===== config.mk =====
export PLATFORM = sky130hd
export DESIGN_NAME = indirect_ram_port
export DESIGN_NICKNAME = d
export VERILOG_FILES = /design/src/rtl/irp_pkg.sv /design/src/rtl/irp_bus_decode.sv /design/src/rtl/irp_ptr.sv /design/src/rtl/irp_store.sv /design/src/rtl/indirect_ram_port.sv
export SDC_FILE = /design/constraint.sdc
export NUM_CORES = 1
export LEC_CHECK = 0
export ABC_AREA = 1
export ABC_CLOCK_PERIOD_IN_PS = 4950
export BUFFER_PORTS_ARGS = -buffer_cell sky130_fd_sc_hd__buf_2
export CAP_MARGIN = 20
export CORE_ASPECT_RATIO = 1.2
export CORE_MARGIN = 2
export CORE_UTILIZATION = 50
export CTS_CLUSTER_DIAMETER = 60
export DETAILED_ROUTE_END_ITERATION = 8
export PLACE_DENSITY = 0.67
export SYNTH_ARGS = -nofsm -noshare
export SYNTH_HDL_FRONTEND = slang
export SYNTH_SLANG_ARGS = --single-unit
export TNS_END_PERCENT = 10

===== constraint.sdc =====
create_clock -name clk -period 4.95 [get_ports clk]
set_input_delay 0 -clock clk [delete_from_list [all_inputs] [get_ports clk]]
set_output_delay 0 -clock clk [all_outputs]
set_load 0.01 [all_outputs]

===== src/rtl/irp_pkg.sv =====
package irp_pkg;

  typedef enum logic [1:0] {
    REG_WADDR = 2'd0,
    REG_RADDR = 2'd1,
    REG_DATA0 = 2'd2,
    REG_DATA1 = 2'd3
  } irp_reg_e;

  // Per-pointer control decoded from one bus access
  typedef struct packed {
    logic load;  // address register written
    logic step;  // stepping data port used
    logic fix;   // fixed data port used
  } irp_ptr_ctl_t;

endpackage


===== src/rtl/irp_bus_decode.sv =====
module irp_bus_decode
  import irp_pkg::*;
(
  input  logic         bus_wr,
  input  logic         bus_rd,
  input  logic [1:0]   bus_addr,
  input  logic         be_low,
  output irp_ptr_ctl_t w_ctl,
  output irp_ptr_ctl_t r_ctl,
  output logic         mem_we
);

  logic wr_ok;
  logic rd_ok;

  // A write needs the low byte lane; a read is dropped when a write is present
  assign wr_ok = bus_wr & be_low;
  assign rd_ok = bus_rd & ~bus_wr;

  always_comb begin
    w_ctl.load = wr_ok && (bus_addr == REG_WADDR);
    w_ctl.fix  = wr_ok && (bus_addr == REG_DATA0);
    w_ctl.step = wr_ok && (bus_addr == REG_DATA1);
    r_ctl.load = wr_ok && (bus_addr == REG_RADDR);
    r_ctl.fix  = rd_ok && (bus_addr == REG_DATA0);
    r_ctl.step = rd_ok && (bus_addr == REG_DATA1);
  end

  assign mem_we = w_ctl.fix | w_ctl.step;

endmodule


===== src/rtl/irp_ptr.sv =====
module irp_ptr
  import irp_pkg::*;
#(
  parameter int ADDR_W = 6
) (
  input  logic              clk,
  input  logic              rst_n,
  input  irp_ptr_ctl_t      ctl,
  input  logic [ADDR_W-1:0] load_val,
  output logic [ADDR_W-1:0] ptr,
  output logic              wrap,
  output logic              mode
);

  localparam logic [ADDR_W-1:0] PTR_MAX = '1;

  logic [ADDR_W-1:0] ptr_nxt;

  always_comb begin
    ptr_nxt = ptr;
    if (ctl.load)      ptr_nxt = load_val;
    else if (ctl.step) ptr_nxt = ptr + 1'b1;
  end

  always_ff @(posedge clk or negedge rst_n) begin
    if (!rst_n) begin
      ptr  <= '0;
      wrap <= 1'b0;
      mode <= 1'b0;
    end else begin
      ptr <= ptr_nxt;
      if (ctl.load)                          wrap <= 1'b0;
      else if (ctl.step && ptr == PTR_MAX)   wrap <= 1'b1;
      if (ctl.step)     mode <= 1'b1;
      else if (ctl.fix) mode <= 1'b0;
    end
  end

endmodule


===== src/rtl/irp_store.sv =====
module irp_store #(
  parameter int DATA_W = 16,
  parameter int ADDR_W = 6
) (
  input  logic                clk,
  input  logic                rst_n,
  input  logic                we,
  input  logic [DATA_W/8-1:0] be,
  input  logic [ADDR_W-1:0]   waddr,
  input  logic [DATA_W-1:0]   wdata,
  input  logic                re,
  input  logic [ADDR_W-1:0]   raddr,
  output logic [DATA_W-1:0]   rdata
);

  localparam int LANES = DATA_W / 8;
  localparam int DEPTH = 1 << ADDR_W;

  // One byte-wide array and one prefetch byte per lane
  for (genvar g = 0; g < LANES; g++) begin : g_lane
    logic [7:0] cells [DEPTH];
    logic [7:0] pf_q;

    always_ff @(posedge clk) begin
      if (we && be[g]) cells[waddr] <= wdata[g*8 +: 8];
    end

    always_ff @(posedge clk or negedge rst_n) begin
      if (!rst_n)  pf_q <= '0;
      else if (re) pf_q <= cells[raddr];
    end

    assign rdata[g*8 +: 8] = pf_q;
  end

endmodule


===== src/rtl/indirect_ram_port.sv =====
module indirect_ram_port
  import irp_pkg::*;
#(
  parameter int DATA_W = 16,
  parameter int ADDR_W = 6
) (
  input  logic                clk,
  input  logic                rst_n,
  input  logic                bus_wr,
  input  logic                bus_rd,
  input  logic [1:0]          bus_addr,
  input  logic [DATA_W/8-1:0] bus_be,
  input  logic [DATA_W-1:0]   bus_wdata,
  output logic [DATA_W-1:0]   bus_rdata
);

  localparam int BE_W = DATA_W / 8;

  irp_ptr_ctl_t      w_ctl;
  irp_ptr_ctl_t      r_ctl;
  logic              mem_we;
  logic [ADDR_W-1:0] wptr;
  logic [ADDR_W-1:0] rptr;
  logic              wwrap;
  logic              rwrap;
  logic              wmode;
  logic              rmode;
  logic              pf_re;
  logic [ADDR_W-1:0] pf_addr;
  logic [DATA_W-1:0] prefetch;
  logic [DATA_W-1:0] wstat;
  logic [DATA_W-1:0] rstat;

  irp_bus_decode u_dec (
    .bus_wr  (bus_wr),
    .bus_rd  (bus_rd),
    .bus_addr(bus_addr),
    .be_low  (bus_be[0]),
    .w_ctl   (w_ctl),
    .r_ctl   (r_ctl),
    .mem_we  (mem_we)
  );

  irp_ptr #(.ADDR_W(ADDR_W)) u_wptr (
    .clk     (clk),
    .rst_n   (rst_n),
    .ctl     (w_ctl),
    .load_val(bus_wdata[ADDR_W-1:0]),
    .ptr     (wptr),
    .wrap    (wwrap),
    .mode    (wmode)
  );

  irp_ptr #(.ADDR_W(ADDR_W)) u_rptr (
    .clk     (clk),
    .rst_n   (rst_n),
    .ctl     (r_ctl),
    .load_val(bus_wdata[ADDR_W-1:0]),
    .ptr     (rptr),
    .wrap    (rwrap),
    .mode    (rmode)
  );

  // Prefetch follows the value the read pointer takes at this edge
  assign pf_re   = r_ctl.load | r_ctl.step;
  assign pf_addr = r_ctl.load ? bus_wdata[ADDR_W-1:0] : rptr + 1'b1;

  irp_store #(.DATA_W(DATA_W), .ADDR_W(ADDR_W)) u_store (
    .clk  (clk),
    .rst_n(rst_n),
    .we   (mem_we),
    .be   (bus_be[BE_W-1:0]),
    .waddr(wptr),
    .wdata(bus_wdata),
    .re   (pf_re),
    .raddr(pf_addr),
    .rdata(prefetch)
  );

  always_comb begin
    wstat = '0;
    wstat[ADDR_W-1:0] = wptr;
    wstat[DATA_W-2]   = wwrap;
    wstat[DATA_W-1]   = wmode;
    rstat = '0;
    rstat[ADDR_W-1:0] = rptr;
    rstat[DATA_W-2]   = rwrap;
    rstat[DATA_W-1]   = rmode;
  end

  always_comb begin
    unique case (bus_addr)
      REG_WADDR: bus_rdata = wstat;
      REG_RADDR: bus_rdata = rstat;
      default:   bus_rdata = prefetch;
    endcase
  end

endmodule


==> flow_results.org, run 1 <==
** Cells and area
- Number of cells in the finished layout apart from fillers :: 5,761
- Area of all placed cells without fillers :: 51,400 sq um
- Growth of design area from synthesis to finish :: 11.1%
- Layout Nets :: 4,462
- Fraction of final layout cells sized beyond drive strength 1 :: 7.65%
- Final antenna diode count :: 0
- Layout Utilization :: 55.9%
- Filler cell count :: 7,654

** Clock network
- Clock tree synthesis found a total of 1,056 sinks.
- Clk slew on worst S/H paths :: 70 ps
- Maximum buffer depth of the clock tree :: 3
- Level count of the clock H-tree :: 3
- CTS-repair resized insts :: 0
- Cts bufs inserted :: 101
- Clk_lat worst skew :: 680 ps
- The tree is rooted in a clkbuf_16.
- Post-CTS timing repair inserted 0 buffers for setup.
- Count of hold-fix buffers inserted at cts :: 12
- TritonCTS clock tree :: built

** Synthesis
- Post-synthesis instance area :: 46,300 sq um
- The number of different library cells used by synthesis comes to 37.
- For this run, the number of Yosys warnings is 0.
- Register bit count reported by yosys :: 1,056
- Post-synth top area cell :: edfxtp_1
- Counting flops with an async set or reset pin after synthesis yields a share of 3.03%.
- Share of Yosys cell area claimed by the top area cell type :: 66.4%
- For this run, the register share of the synthesized area comes to 68.1%.
- Most area-consuming cells after synthesis :: edfxtp_1, nand2_1, nand3_1
- Synth Flop Type :: edfxtp_1
- Post-Synthesis Cells :: 4,407
- Number of enable-type register cells in the synthesized netlist :: 1,024
- In this run the mean area of a mapped cell was 10.5 sq um.
- The number of nets in the synthesized netlist is 4,433.

** Place
- Total half-perimeter wirelength after legalization and detailed placement :: 70.8 mm
- After detailed placement, the design holds a cell count of 5,552.
- OpenSTA, run right after detailed placement, puts the worst setup slack at 1310 ps.
- Post-placement cell area :: 47,900 sq um
- Port Buffer Count :: 39
- Routability-driven placement finished with a final weighted congestion of 0.869.

** Worst setup path
- Worst Setup SP :: bus_addr[1]
- The setup check on the worst reg-to-reg path leaves a slack of 1600 ps.
- Crit path buf inv count :: 7
- Last element of the critical path :: u_store.g_lane[1].pf_q[3]
- For the worst setup path, the data arrival time is 4470 ps.
- The endpoint identified for the worst register-to-register timing path is u_store.g_lane[1].pf_q[1].
- Cell with the biggest individual delay on the critical path :: nor3b_1
- CP delay by family, top :: buffers and inverters
- The worst register-to-register path begins at u_rptr.ptr[0].
- Type of the worst setup path :: input port to register
- In this run the worst path has a maximum fanout of 20.
- Number of gates on the worst path with buffers counted :: 13
- STA classifies the critical path endpoint as a register.
- For the worst setup path, the data required time is 5500 ps.
- Walking the worst path, the cells encountered are dlygate4sd3_1, buf_2, inv_2, nor3b_1, nand2_1, dlygate4sd3_1, inv_1, nor2_1, buf_4, clkinv_1, nand2_1, a21oi_1, nor2_1.
- Reg2reg path depth :: 13
- On the worst path, the slowest cell contributes a delay of 610 ps.
- STA classifies the critical path startpoint as an input port.

** Floorplanning
- The die covers 95,100 sq um.
- Die Height :: 337 um
- For this configuration, the core starts out at a cell density of 50.3%.
- The core region is 92,000 sq um.
- Std cell rows :: 122
- Die span in x :: 282 um
- Pin placement for this block handled 40 I/O pins.

** Job
- The tool flagged a number of max-cap violations equal to 0.

** Global route
- Overflow left after global routing :: 0
- Global routing used 26.2% of the available tracks across all layers.
- The number of global-route vias before repair came to 30,190.
- Number of antenna violations at the first check in global routing :: 1
- Pin count of the biggest net entering global routing :: 137
- The first global-routing pass estimated 186 mm of wire.

** Routing
- Using the TritonRoute via totals, the vias-per-cell ratio works out to 5.53.
- The pre-antenna-repair detailed-routing pass consisted of 6 iterations.
- After detailed routing, the average wire length per cell comes to 21.6 um.
- The final route contains 31,851 vias.
- After detailed routing, the number of remaining DRC violations is 0.
- Once detail routing completed, the nets flagged for antenna violations numbered 0.
- Total routed wirelength :: 124 mm
- In this run, the number of DRC markers left after iteration 0 of detailed routing was 3,944.

** STA
- The final count of hold timing violations was 0.
- Setup slack closes at 1030 ps.
- Achievable frequency :: 255 MHz
- Setup repair after global routing missed its margin :: false
- Fraction of the cycle the final worst path needs :: 79.2%
- Fin. max-slew vios :: 0
- On the final layout, the worst hold slack is 37.6 ps.
- Final critical delay including setup and external delays :: 3920 ps
- After routing, the total negative slack on setup checks comes to 0 ps.
- Count of final setup violators :: 0
- Worst Tran Pin Value :: 1160 ps
- Clock skew on the completed layout was measured at 22.8 ps.
- Headroom to the max-slew limit :: 22.9%

** Power and ir drop
- Comb power frac :: 32.3%
- Overall power of the completed layout :: 26.6 mW
- The internal portion of the total power is 16.9 mW.
- Proportion of power drawn by flip-flops and latches :: 37.9%
- Per report_power, the clock group accounts for 29.8% of the total.
- Summed over all cells, the static leakage comes to 20.9 nW.
- In this run switching power makes up 36.4% of total power.
- Power density of the placed cells :: 517 nW/um^2
- Worst IR drop on VDD :: 755 uV
- Net switching power of the design :: 9.68 mW

** Min path
- Type of the most critical hold path :: input port to async pin

** Run status
- The run finished with clean final reports.
[per-layer routing]
layer | routed length (um) | vias up | global-route usage (%)
met5 | 13 | - | 0
met4 | 4250 | 2 | 9.70
li1 | - | 14688 | -
met3 | 10700 | 247 | 3.25
met1 | 50600 | 15409 | 36.2
met2 | 58900 | 1505 | 42.7
[worst reg2reg max path, delay by kind of cell, from the launching register on]
| family | cells | cell delay [ps] |
|---|---|---|
| buffers and inverters | 2 | 630 |
| flip-flops | 1 | 480 |
| AND/OR/NAND/NOR | 11 | 2140 |
[cell usage after synthesis (2+ instances only)]
| cell type | count |
|---|---|
| a21o_1 | 7 |
| a21oi_1 | 11 |
| a22oi_1 | 2 |
| buf_1 | 9 |
| buf_2 | 131 |
| buf_4 | 44 |
| buf_6 | 3 |
| clkbuf_1 | 64 |
| clkinv_1 | 3 |
| dfrtp_1 | 32 |
| edfxtp_1 | 1024 |
| ha_1 | 2 |
| inv_1 | 721 |
| inv_2 | 6 |
| nand2_1 | 1155 |
| nand2_2 | 4 |
| nand2_4 | 3 |
| nand3_1 | 866 |
| nand3b_1 | 28 |
| nand4_1 | 3 |
| nor2_1 | 83 |
| nor2_4 | 2 |
| nor3_1 | 67 |
| o211ai_1 | 73 |
| o21ai_0 | 26 |
| o21ai_1 | 13 |
| o21ai_2 | 4 |
| o221ai_1 | 4 |
| or2_2 | 6 |
| xor2_1 | 4 |
[registers in the layout (all words and copies together) (netlist names)]
| signal | flops |
|---|---|
| u_wptr.wrap | 1 |
| u_store.g_lane.pf_q | 16 |
| u_rptr.ptr | 6 |
| u_wptr.mode | 1 |
| u_wptr.ptr | 6 |
| u_store.g_lane.cells | 1024 |
| u_rptr.mode | 1 |
| u_rptr.wrap | 1 |
[kinds of logic after synthesis]
| group | Yosys count | synth area share [%] |
|---|---|---|
| XOR/XNOR | 4 | 0.0756 |
| adder cells (fa/ha/maj) | 2 | 0.0540 |
| AND/OR/NAND/NOR | 2220 | 20.9 |
| flip-flops | 1056 | 68.1 |
| AO/OA/AOI/OAI | 144 | 2.09 |
| buffers and inverters | 981 | 8.71 |
[power by group through the flow]
stage               logic (mW)  registers (mW)  clock network [mW]
floorplan                 5.61            10.2                   0
global placement          8.40            10.3                   0
detailed placement        8.47            10.3                   0
CTS                       8.52            10.1                7.98
global route              9.23            10.1                8.33
finish                    8.59            10.1                7.91
[cells in the final DEF (no fill, tap or decap), drive strengths merged, types with 7 or more instances in the layout]
cell type / Yosys / routed
a21o: 7 / 7
a21oi: 11 / 11
buf: 187 / 160
bufinv: 0 / 12
clkbuf: 64 / 139
clkinv: 3 / 39
dfrtp: 32 / 32
dlygate4sd3: 0 / 12
edfxtp: 1024 / 1024
inv: 727 / 731
nand2: 1163 / 1163
nand3: 866 / 866
nand3b: 28 / 28
nor2: 85 / 85
nor3: 67 / 67
o211ai: 73 / 73
o21ai: 43 / 43
[worst min path at each step]
| stage | from | to | slack, ps | cells past startpoint |
|---|---|---|---|---|
| floorplan | rst_n | u_rptr.mode | -300 | 0 |
| global placement | rst_n | u_store.g_lane[1].pf_q[3] | 200 | 1 |
| detailed placement | rst_n | u_store.g_lane[1].pf_q[3] | 200 | 1 |
| CTS | bus_wr | u_wptr.ptr[1] | 5 | 5 |
| global route | bus_wdata[10] | u_store.g_lane[1].cells[19][2] | 80 | 2 |
| finish | rst_n | u_store.g_lane[1].pf_q[3] | 40 | 2 |
[cell type report]
cell class | instances | area (sq um) | area share [%]
sequential | 1056 | 31600 | 61.3
multi-input combinational | 2370 | 10800 | 21.0
clock buffer | 134 | 2800 | 5.43
inverter | 730 | 2740 | 5.33
tap | 1240 | 1550 | 3.02
timing repair buffer | 177 | 1400 | 2.72
clock inverter | 54 | 587 | 1.14
Power figures use the tool's default switching activity.
==> run 2: changes to the inputs <==
ABC_CLOCK_PERIOD_IN_PS = 3900   (was 4950)
clock period = 3.9 ns   (was 4.95 ns; I/O delays follow)
==> run 2 against run 1 <==
Net effect: the run now ends with hold timing left; largest cell class unchanged; sequential cell count unchanged; worst hold slack worse by 50 ps; die area unchanged; final cell count up 0.92%.
==> flow_results.org, run 2 (same netlist as run 1, synthesis figures left out) <==
** Power and ir drop
- The design internal power is 21.6 mW (+28%).
- Proportion of power drawn by flip-flops and latches :: 37.6% (-0.3 points)
- Overall power of the completed layout :: 34.0 mW (+28%)
- Switching power as a share of total power :: 36.6% (+0.17 points)
- The static leakage is 21.2 nW (+1.5%).
- The part of the power in combinational logic is 33.1% (+0.8 points).
- The maximum VDD drop is 657 uV (-13%).
- Power density of the placed cells :: 655 nW/um^2 (+27%)
- Clock power frac :: 29.4% (-0.4 points)
- The total net switching power is 12.5 mW (+29%).

** STA
- Final Hold Viols :: 9 (+9)
- Setup clock skew after layout :: 19.7 ps (-3.11 ps)
- Count of final setup violators :: 0 (unchanged)
- The setup slack after layout came to 721 ps (-308 ps).
- Setup repair after global routing left no endpoint under its margin.
- The setup TNS after final layout came to 0 ps (unchanged).
- After layout, the minimum clock period comes to 3180 ps.
- Worst Tran Pin Value :: 1120 ps (-38.0 ps)
- Derived from the worst setup path, the maximum achievable clock frequency is 315 MHz.
- Headroom to the max-slew limit :: 25.3% (+2.5 points)
- Fraction of the cycle the final worst path needs :: 81.5%
- The worst-case hold slack was -12.1 ps (-49.7 ps).
- Fin. max-slew vios :: 0 (unchanged)

** Clock network
- The clock sink count was 1,056 (unchanged).
- The post-CTS clock slew at the launch and capture registers of the worst setup and hold paths came to 60 ps (about the same).
- Level count of the clock H-tree :: 3 (unchanged)
- TritonCTS built the clock tree.
- Cts bufs inserted :: 100 (-0.99%)
- The later-pin clock latency in the skew report is 680 ps (about the same).
- The number of buffers added for setup after CTS came to 0 (unchanged).
- The cell sitting at the root of the clock tree is a clkbuf_16.
- The maximum clock insertion buffer count came to 3 (unchanged).

** Cells and area
- Final antenna diode count :: 0 (unchanged)
- Fraction of final layout cells sized beyond drive strength 1 :: 8.59% (+0.94 points)
- More flip-flops sit in one register than any other, and that register is u_store.g_lane.cells.
- The number of flip-flops in the largest register came to 1,024 (unchanged).
- Leaving out fill and tap cells, the most frequent cell in the layout is nand2_1.
- From synthesis to final layout, the design area changed by 12.3%.
- The library cells used most frequently in the layout, excluding fill and tap cells, are nand2_1, edfxtp_1, nand3_1.
- Layout Utilization :: 56.5% (+0.62 points)
- The post-layout net count is 4,513 (+1.1%).
- Registers with the highest flip-flop counts :: u_store.g_lane.cells (1024), u_store.g_lane.pf_q (16)

** Routing
- # DRC :: 0 (unchanged)
- Wire length per cell :: 21.5 um (-0.27%)
- The total length of routed wires is 125 mm (+0.64%).
- The detailed router's first-iteration violation count came to 4,190 (+6.2%).
- DRT Pass-1 Iters :: 6 (unchanged)
- Overall via count from detail_route :: 32,073 (+0.70%)
- Post-route ant nets :: 0 (unchanged)
- The detail-routed via count per cell came to 5.52 (-0.22%).

** Floorplanning
- The chip height came to 337 um (unchanged).
- Die span in x :: 282 um (unchanged)
- The number of I/O pins was 40 (unchanged).
- The starting density of the core was 50.3% (unchanged).
- Die footprint :: 95,100 sq um (unchanged)
- Core footprint :: 92,000 sq um (unchanged)
- The cell row count was 122 (unchanged).

** Worst setup path
- The worst register-to-register path ends at u_store.g_lane[1].pf_q[6].
- CP Launch Type :: input port
- The critical path in this run is classified as input port to register.
- Worst-path cell chain :: dlygate4sd3_1, buf_2, nand2_2, inv_2, nand2_2, nand2_8, nand2_8, buf_12, buf_12, nand2_1, nand3_1, nand3_1, nand3_1, nand3_1, nand3_1, nand2_1, nand2_1, nand2_1
- Crit path buf inv count :: 5 (-2)
- The number of cells on the critical path came to 18 (+5).
- Last element of the critical path :: u_store.g_lane[0].pf_q[1]
- Reg2reg path depth :: 13 (unchanged)
- Worst Setup SP :: bus_wr
- CP delay by family, top :: simple AND/OR/NAND/NOR gates
- The worst setup path is captured at a register.
- Cell with the most instances on the worst path :: nand3_1
- Startpoint of the worst-slack reg-to-reg timing path :: u_rptr.ptr[0]
- The setup slack on the worst flop-to-flop path is 780 ps (-820 ps).
- The maximum single-stage delay on the critical path came to 540 ps (-70 ps).
- Worst path arrival time :: 3750 ps (-720 ps)
- Largest fanout of any net on the critical path :: 76 (+280%)
- The slowest stage of the critical path belongs to the cell dlygate4sd3_1.
- Data required time of the worst path :: 4470 ps (-1030 ps)

** Place
- Dpl ws :: 571 ps (-739 ps)
- Total half-perimeter wirelength after legalization and detailed placement :: 74.5 mm (+5.3%)
- The number of port buffers is 39 (unchanged).
- Gp weighted congestion :: 0.882 (+1.4%)

** Global route
- The overall routing resource usage was 26.5% (+0.32 points).
- The number of antenna violations at the first check in global routing came to 5 (+4).
- Via count of the first global-routing pass :: 30,380 (+0.63%)
- The total congestion overflow came to 0 (unchanged).
- Wire length of the first global-routing pass :: 188 mm (+1.1%)
- Pin count of the biggest net entering global routing :: 116 (-15%)

** Job
- Max_cap viols :: 0 (unchanged)

** Run status
- Result of the run :: finished, violations left
- Violations in the final reports :: hold timing

** Min path
- The min-delay analysis places its worst path in the category input port to register.
[run 2: changes by cell type in the layout (fill, tap and decap cells not counted), moves of 5 or more]
cell and delta:
buf_4 +55, buf_2 -16, buf_12 +10, clkinv_2 +9, dlygate4sd3_1 +7, clkbuf_8 -5
[run 2: through the flow]
step | cell area [sq um] | std cells | hold slack [ps]
floorplan | 46300 | 4407 | -296
CTS | 52000 | 5813 | 9.07
finish | 52000 | 5814 | -12.1
global placement | 48400 | 5604 | 194
detailed placement | 48400 | 5605 | 182
global route | 52000 | 5814 | 18.8
[run 2: power by group through the flow]
stage	clock, mW	combinational (mW)	sequential [mW]
2_1_floorplan	0	7.13	12.9
3_3_place_gp	0	10.9	13.0
3_5_place_dp	0	11.0	13.0
4_1_cts	10.1	11.1	12.8
5_1_grt	10.5	12.1	12.8
6_report	9.99	11.3	12.8
[run 2: area by class of cell]
class	instances	area, sq um
sequential	1056	31600
fill	7588	40000
clock buffer	128	2720
clock inverter	61	638
tap	1240	1550
multi-input combinational	2370	10800
inverter	730	2740
timing repair buffer	229	2000
[run 2: routing by layer]
| layer | global-route usage, % | share of wire (%) |
|---|---|---|
| met5 | 0 | 0.022 |
| met4 | 10.6 | 4.1 |
| met3 | 4.03 | 8.9 |
| met2 | 42.7 | 47 |
| met1 | 36.2 | 40 |
[run 2: what timing repair did]
action | 4_1_cts | 5_1_grt
endpoints found under the hold margin | 213 | 0
hold buffers | 19 | 0
gates resized for setup | 0 | 0
[run 2: how the worst min path moves through the flow]
stage / slack [ps] / start / depth (start not counted) / to
floorplan: -300 / rst_n / 0 / u_rptr.mode
global placement: 190 / rst_n / 1 / u_store.g_lane[1].pf_q[2]
detailed placement: 180 / rst_n / 1 / u_store.g_lane[1].pf_q[2]
CTS: 9 / bus_wdata[7] / 1 / u_store.g_lane[0].cells[53][7]
global route: 20 / bus_wdata[7] / 1 / u_store.g_lane[0].cells[55][7]
finish: -10 / bus_wdata[7] / 1 / u_store.g_lane[0].cells[52][7]
